**src/rtl/trig_coinc_pkg.sv**
```systemverilog
package trig_coinc_pkg;

    localparam int NCH   = 4;
    localparam int LUT_W = 1 << NCH;
    localparam int CNT_W = 32;
    localparam int TS_W  = 48;

    typedef logic [CNT_W-1:0] cnt_t;
    typedef logic [TS_W-1:0]  ts_t;
    typedef logic [NCH-1:0]   chvec_t;

    typedef struct packed {
        cnt_t            num;
        ts_t [NCH-1:0]   ts;
    } snap_t;

    function automatic logic lut_pick(input logic [LUT_W-1:0] tbl, input chvec_t idx);
        return tbl[idx];
    endfunction

endpackage

```
**src/rtl/trig_chan.sv**
```systemverilog
module trig_chan #(
    parameter int DLY_W = 5,
    parameter int STR_W = 5
) (
    input  logic             clk,
    input  logic             rst,
    input  logic             raw_i,
    input  logic [DLY_W-1:0] dly_i,
    input  logic [STR_W-1:0] str_i,
    output logic             edge_o,
    output logic             cond_o
);
    localparam int DLY_LEN = 1 << DLY_W;

    logic [2:0]         sync_q;
    logic [DLY_LEN-1:0] tap_q;
    logic [DLY_W-1:0]   tap_idx;
    logic               late_edge;
    logic [STR_W-1:0]   hold_q;

    always_ff @(posedge clk) begin
        if (rst) sync_q <= '0;
        else     sync_q <= {sync_q[1:0], raw_i};
    end

    assign edge_o = sync_q[1] & ~sync_q[2];

    always_ff @(posedge clk) begin
        if (rst) tap_q <= '0;
        else     tap_q <= {tap_q[DLY_LEN-2:0], edge_o};
    end

    assign tap_idx   = dly_i - DLY_W'(1);
    assign late_edge = (dly_i == '0) ? edge_o : tap_q[tap_idx];

    always_ff @(posedge clk) begin
        if (rst)                hold_q <= '0;
        else if (late_edge)     hold_q <= str_i;
        else if (hold_q != '0)  hold_q <= hold_q - STR_W'(1);
    end

    assign cond_o = late_edge | (hold_q != '0);

endmodule

```
**src/rtl/trig_fire.sv**
```systemverilog
module trig_fire
    import trig_coinc_pkg::*;
(
    input  logic             clk,
    input  logic             rst,
    input  chvec_t           cond_i,
    input  logic [LUT_W-1:0] lut_i,
    output logic             fire_o
);
    logic hit_q, hit_prev_q;

    always_ff @(posedge clk) begin
        if (rst) begin
            hit_q      <= 1'b0;
            hit_prev_q <= 1'b0;
        end else begin
            hit_q      <= lut_pick(lut_i, cond_i);
            hit_prev_q <= hit_q;
        end
    end

    assign fire_o = hit_q & ~hit_prev_q;

endmodule

```
**src/rtl/trig_record.sv**
```systemverilog
module trig_record
    import trig_coinc_pkg::*;
(
    input  logic   clk,
    input  logic   rst,
    input  logic   fire_i,
    input  logic   busy_i,
    input  chvec_t edge_i,
    input  ts_t    now_i,
    output logic   trig_o,
    output cnt_t   acc_o,
    output cnt_t   veto_o,
    output snap_t  snap_o
);
    ts_t [NCH-1:0] last_q;

    always_ff @(posedge clk) begin
        if (rst) begin
            trig_o <= 1'b0;
            acc_o  <= '0;
            veto_o <= '0;
            snap_o <= '0;
        end else begin
            trig_o <= fire_i & ~busy_i;
            if (fire_i && busy_i) begin
                veto_o <= veto_o + 1'b1;
            end else if (fire_i) begin
                acc_o      <= acc_o + 1'b1;
                snap_o.num <= acc_o + 1'b1;
                snap_o.ts  <= last_q;
            end
        end
    end

    for (genvar g = 0; g < NCH; g++) begin : g_last
        always_ff @(posedge clk) begin
            if (rst)            last_q[g] <= '0;
            else if (edge_i[g]) last_q[g] <= now_i;
        end
    end

endmodule

```
**src/rtl/trig_coinc_unit.sv**
```systemverilog
module trig_coinc_unit
    import trig_coinc_pkg::*;
#(
    parameter int DLY_W = 5,
    parameter int STR_W = 5
) (
    input  logic                 clk,
    input  logic                 rst,
    input  logic [NCH-1:0]       trig_in,
    input  logic                 busy_i,
    input  logic [NCH*DLY_W-1:0] cfg_delay,
    input  logic [NCH*STR_W-1:0] cfg_stretch,
    input  logic [LUT_W-1:0]     cfg_lut,
    output logic                 trig_o,
    output logic [CNT_W-1:0]     trig_count_o,
    output logic [CNT_W-1:0]     veto_count_o,
    output logic [CNT_W-1:0]     snap_count_o,
    output logic [NCH*TS_W-1:0]  snap_ts_o
);
    ts_t    now_q;
    chvec_t edge_v, cond_v;
    logic   fire;
    snap_t  snap;

    always_ff @(posedge clk) begin
        if (rst) now_q <= '0;
        else     now_q <= now_q + 1'b1;
    end

    for (genvar g = 0; g < NCH; g++) begin : g_chan
        trig_chan #(.DLY_W(DLY_W), .STR_W(STR_W)) u_chan (
            .clk    (clk),
            .rst    (rst),
            .raw_i  (trig_in[g]),
            .dly_i  (cfg_delay[g*DLY_W +: DLY_W]),
            .str_i  (cfg_stretch[g*STR_W +: STR_W]),
            .edge_o (edge_v[g]),
            .cond_o (cond_v[g])
        );
        assign snap_ts_o[g*TS_W +: TS_W] = snap.ts[g];
    end

    trig_fire u_fire (
        .clk    (clk),
        .rst    (rst),
        .cond_i (cond_v),
        .lut_i  (cfg_lut),
        .fire_o (fire)
    );

    trig_record u_rec (
        .clk    (clk),
        .rst    (rst),
        .fire_i (fire),
        .busy_i (busy_i),
        .edge_i (edge_v),
        .now_i  (now_q),
        .trig_o (trig_o),
        .acc_o  (trig_count_o),
        .veto_o (veto_count_o),
        .snap_o (snap)
    );

    assign snap_count_o = snap.num;

endmodule

```
**config.mk**
```make
export PLATFORM = sky130hd
export DESIGN_NAME = trig_coinc_unit
export DESIGN_NICKNAME = d
export VERILOG_FILES = /design/src/rtl/trig_coinc_pkg.sv /design/src/rtl/trig_chan.sv /design/src/rtl/trig_fire.sv /design/src/rtl/trig_record.sv /design/src/rtl/trig_coinc_unit.sv
export SDC_FILE = /design/constraint.sdc
export NUM_CORES = 1
export LEC_CHECK = 0
export ABC_CLOCK_PERIOD_IN_PS = 6000
export CAP_MARGIN = 20
export CORE_MARGIN = 8
export CORE_UTILIZATION = 55
export DETAILED_ROUTE_END_ITERATION = 10
export DONT_BUFFER_PORTS = 1
export GPL_TIMING_DRIVEN = 0
export MAX_ROUTING_LAYER = met4
export PLACE_DENSITY = 0.77
export SLEW_MARGIN = 20
export SYNTH_ARGS = -nofsm -noshare
export SYNTH_HDL_FRONTEND = slang
export SYNTH_SLANG_ARGS = --single-unit
```
**constraint.sdc**
```tcl
create_clock -name clk -period 6 [get_ports clk]
set_clock_uncertainty 0.1 [all_clocks]
set_input_delay 0.3 -clock clk [delete_from_list [all_inputs] [get_ports clk]]
set_output_delay 0.3 -clock clk [all_outputs]
set_load 0.01 [all_outputs]
```
## After elaboration in Yosys (flattened, before gate mapping)

Index checks and enable logic that the tools add are counted.

| storage, ports and cells | value |
|---|---|
| bits of input ports | 63 |
| output and inout port bits | 289 |
| logic and storage cells | 95 |
| bits in registers | 659 |

| operators by class | value |
|---|---|
| reduce and logical (&&, ||, !) cells | 14 |
| bitwise gates (word level) | 17 |
| muxes and demuxes | 22 |
| order comparisons | 5 |
| $add $sub $neg | 11 |

Operator list:

| kind | number |
|---|---|
| 32-bit by 1-bit adder with 32-bit output (second input constant) | 2 |
| 48-bit by 1-bit adder with 48-bit output (second input constant) | 1 |
| 5-bit two-way mux | 8 |
| 5-bit by 1-bit subtractor with 5-bit output (second input constant) | 8 |
| 5-bit by 6-bit < comparator with 1-bit output (second input constant) | 4 |
| 1-bit binary-select mux with 5-bit select | 4 |
| 5-bit logical NOT | 4 |
| 5-bit nonzero test | 4 |
| 1-bit two-way mux | 9 |
| 2-bit nonzero test | 4 |
| 1-bit inverter | 7 |
| 1-bit bitwise AND | 6 |
| 4-bit by 5-bit < comparator with 1-bit output (second input constant) | 1 |
| 1-bit binary-select mux with 4-bit select | 1 |
| 1-bit bitwise OR | 4 |
| 2-bit AND reduction | 1 |
| 1-bit logical AND | 1 |

## Logic depth before layout (Yosys ltp)

| logic depth | value |
|---|---|
| word-level depth | 7 |
| gate-level depth with buffers | 12 |
| depth with buffers taken out | 10 |

## Modules after synthesis

Synthesis repeated with hierarchy kept, for this count alone.

| second synthesis, totals | value |
|---|---|
| cells, all modules | 2,714 |
| area, all modules | 25,139.1 um^2 |

Modules (own cells, without submodules):

| module | cells an instance | area each (um^2) | seq. area each (um^2) | instances |
|---|---|---|---|---|
| trig_record | 1,844 | 16,443.3 | 8,988.6 | 1 |
| trig_chan | 152 | 1,585.3 | 800.8 | 4 |
| trig_coinc_unit | 243 | 2,153.3 | 960.9 | 1 |
| trig_fire | 19 | 201.4 | 40.0 | 1 |

## Worst setup path before layout

No wires, ideal clock.

| path | value |
|---|---|
| path type | input-to-reg |
| start point | input cfg_delay[5] |
| end point | register u_fire.hit_q |
| setup slack | 2.500 ns |
| buffers on the path | 2 |
| cell stages on the path | 12 |
| arrival | 3.283 ns |
| required time | 5.783 ns |
| library setup time | 0.117 ns |
| cells stage by stage | clkbuf_1 inv_1 ha_1 xor2_2 mux4_2 mux2_2 o2bb2ai_1 nor4bb_1 clkbuf_1 o2111ai_1 nor4bb_1 a22o_1 |

| on the way | value |
|---|---|
| cells in the longest elaborated chain, start to end | 7 |
| elaborated cells on any way between the ends | 8 |
| classes of those cells | add/sub (1); mux (5); bitwise (1); reduce/logical (1) |

Ends and longest elaborated chain:

| item | RTL line | text |
|---|---|---|
| start, declared | trig_coinc_unit.sv:11 | `input logic [NCH*DLY_W-1:0] cfg_delay,` |
| 5-bit by 1-bit subtractor with 5-bit output | trig_chan.sv:33 | `assign tap_idx = dly_i - DLY_W'(1);` |
| 1-bit binary-select mux with 5-bit select | trig_chan.sv:34 | `assign late_edge = (dly_i == '0) ? edge_o : tap_q[tap_idx];` |
| 1-bit two-way mux (not written as such) | trig_chan.sv:34 |  |
| 1-bit two-way mux * | trig_chan.sv:34 |  |
| 1-bit bitwise OR * | trig_chan.sv:42 | `assign cond_o = late_edge \| (hold_q != '0);` |
| 1-bit binary-select mux with 4-bit select * | trig_coinc_pkg.sv:18 | `return tbl[idx];` |
| 1-bit two-way mux (not written as such) * | trig_coinc_pkg.sv:18 |  |
| end signal, assigned | trig_fire.sv:17 | `hit_q <= lut_pick(lut_i, cond_i);` |
| end, declared | trig_fire.sv:10 | `logic hit_q, hit_prev_q;` |

Every way passes the cells marked *; elsewhere a longest branch is shown, timed or not. The select of a mux whose other input is x is not followed.
A chain may end at the register's enable or synchronous reset.

## Final worst setup path

Same ends and word-level chain as after synthesis.

==> impl_results.md <==
* Remaining Overflow, GRT at 0
* First-pass GRT wire length at 109200 um
* Htree depth at 3
* Remaining DRCs at 0
* Slew headroom at 30.38%
* Initial antenna violation count at 2
* Syn_area_per_cell at 8.530 um2
* Min-Delay Startpoint: rst
* VDD IR max at 0.0002209 V
* Worst-Margin Slew at 1.044 ns
* EDFF count, synth at 0
* Crit path max fanout at 9
* Cts hold-fix bufs at 24
* Final Util at 63.11%
* Clock root cell: clkbuf_16
* Core area at 44220 um2
* Routed Antenna Nets at 0
* Main flop type after synthesis: dfxtp_1
* Die area at 51920 um2
* Starting DRT DRC Count at 1515
* Crit Path Class: in2reg
* DP HPWL at 51870 um
* Endpoints failing setup at 0
* Share of post-route cells with drive strength above 1 at 6.256%
* R2R cell count at 8
* Multi-input gate area at 10410 um2
* Post-synth ARST share at 0%
* Post-CTS Setup Bufs at 0
* Setup Total Neg Slack at 0 ns
* Post-synth net total at 2970
* Final hold violations at 0
* GPL Wtd Cong at 0.9292
* Arr. time, crit path at 4.21 ns
* Reg clk slew, reported paths at 0.06 ns
* I/O pin count at 352
* Area growth syn-to-layout at 13.06%
* Synth Register Bits at 659
* Post-synth cell types at 63
* Die X at 227.9 um
* Hold Path Cell Cnt at 2
* Clock buffer depth at 3
* Final slew viol count at 0
* Avg Vias per Cell at 5.614
* Drt total wl at 70420 um
* GRT Util Overall at 26.72%
* # rows at 77
* Hold Path Sink: g_chan[3].u_chan.sync_q[2]
* Seq/Total Area, Yosys at 53.44%
* Max-cap violations at 0
* Reg area at 13190 um2
* Commonest cells after routing, fill and taps aside: nand2_1 (828), dfxtp_1 (659), a21oi_1 (430)
* Chip height at 227.9 um
* Max Freq at 0.2635 GHz
* Synth Instances at 2894
* DR vias at 20.38k
* CTS tree: done
* Worst Setup SP: cfg_delay[5]
* Ys Warns at 0
* Period Utilization, post-route at 63.25%
* Unrepaired setup endpoints after global routing: no
* CP Data Required Time at 6.42 ns
* Reg-to-Reg Start: u_fire.hit_q
* Pin count of the biggest net entering global routing at 15
* Worst skew pair latency at 0.60 ns
* PostCTS Resize Cnt at 0
* Number of global-route vias before repair at 19.66k
* Nets at 3064
* Iteration count of the initial detailed-routing pass at 6
* # clock sinks at 659
* Fill count at 3675
* Minimum clock period at 3.795 ns
* R2r setup slk at 2.49 ns
* Leakage power at 9.590 nW
* Status: completed
* Pwr dens at 352.8 nW/um2
* CP endpoint kind: flip-flop
* Min-delay worst type: in2reg
* Synthesized area at 24690 um2
* TritonCTS Buffers at 67
* Initial Util at 55.82%
* IO buf count at 0
* Wirelength per Cell at 19.39 um
* End of the worst register-to-register path: u_rec.snap_o[223]
* Commonest non-fill, non-tap cell in the layout: nand2_1
* Startpoint types: input port
report_power, final:
part / internal [W] / switching (W) / total (W)
Combinational: 0.000387 / 0.000751 / 0.00114
Clock: 0.00248 / 0.00171 / 0.00419
Sequential: 0.00445 / 0.0000690 / 0.00452
Total: 0.00731 / 0.00253 / 0.00985
worst max path at each step:
stage                   end  slack [ns]  cells past startpoint
2_1_floorplan  u_fire.hit_q        2.50                     12
3_3_place_gp   u_fire.hit_q        1.73                     12
3_5_place_dp   u_fire.hit_q        1.62                     12
4_1_cts        u_fire.hit_q        2.22                     12
5_1_grt        u_fire.hit_q        1.98                     12
6_report       u_fire.hit_q        2.21                     12
worst max-delay path, cell delays in order:
cell and delay (ns):
clkbuf_1 0.42, inv_1 0.19, ha_1 0.32, xor2_2 0.45
mux4_2 0.56, mux2_2 0.27, o2bb2ai_1 0.16, nor4bb_1 0.50
clkbuf_1 0.32, a2111oi_0 0.12, nor4bb_1 0.38, a22o_1 0.20
per-stage QoR:
stage	power, W	hold slack (ns)	cell area [um2]	std cells	setup WS [ns]
final	0.009846	0.06033	27910	3631	2.205
after global routing	0.01020	0.1233	27910	3631	1.981
after floorplan	0.005402	0.3059	24690	2894	2.500
after detailed placement	0.005703	0.3189	25450	3487	1.620
after global placement	0.005647	0.3156	25430	3486	1.731
after CTS	0.009877	0.05907	27900	3629	2.218
per-layer routing:
layer / part of all wire, % / vias to the layer above / global-route usage (%)
met5: 0 / - / -
met4: 4.1 / 0 / 11.69
met3: 8.6 / 162 / 6.577
met2: 47 / 798 / 42.80
met1: 40 / 9778 / 31.85
li1: - / 9646 / -
cells by family after synthesis:
kind of cell | share of synthesized area [%]
fa+ha+maj | 0.6589
flops | 53.44
buf+inv | 4.435
xor+xnor | 3.756
compound gates | 10.49
simple gates | 23.38
mux | 3.847
flip-flops by register name, indices dropped and copies added, names as in the netlist:
register and cells:
u_rec.veto_o 32, g_chan.u_chan.hold_q 20, now_q 48, u_rec.last_q 192, u_rec.trig_o 1, u_rec.snap_o 224
u_fire.hit_q 1, u_fire.hit_prev_q 1, g_chan.u_chan.sync_q 12, g_chan.u_chan.tap_q 128
cell usage after synthesis (6+ instances only):
cell type / count / area (um2)
nand2_1: 828 / 3108
dfxtp_1: 659 / 13190
a21oi_1: 430 / 2152
clkbuf_1: 181 / 679.4
nor2b_1: 151 / 944.7
nor2_1: 146 / 548.0
xor2_1: 66 / 578.1
nand3_1: 52 / 260.3
xnor2_1: 38 / 332.8
buf_4: 33 / 247.7
inv_1: 31 / 116.4
mux4_2: 30 / 675.7
or3_1: 27 / 168.9
nand4_1: 25 / 156.4
o21ai_0: 25 / 125.1
mux2i_1: 24 / 240.2
and3_1: 20 / 125.1
nor3_1: 17 / 85.08
ha_1: 13 / 162.7
and4_1: 10 / 87.58
buf_1: 7 / 26.28
and2_1: 6 / 37.54
nand2b_1: 6 / 37.54
layout make-up:
cell class	count	share of cell area [%]
diodes	2	0.01793
flip-flops and latches	659	47.27
clock inverters	19	0.8204
inverters	31	0.4169
clock buffers	99	7.128
repair buffers	25	0.8787
multi-input cells	1978	37.31
plain buffers	226	3.506
well taps	592	2.654
No activity file was read; power rests on OpenSTA's default activity.
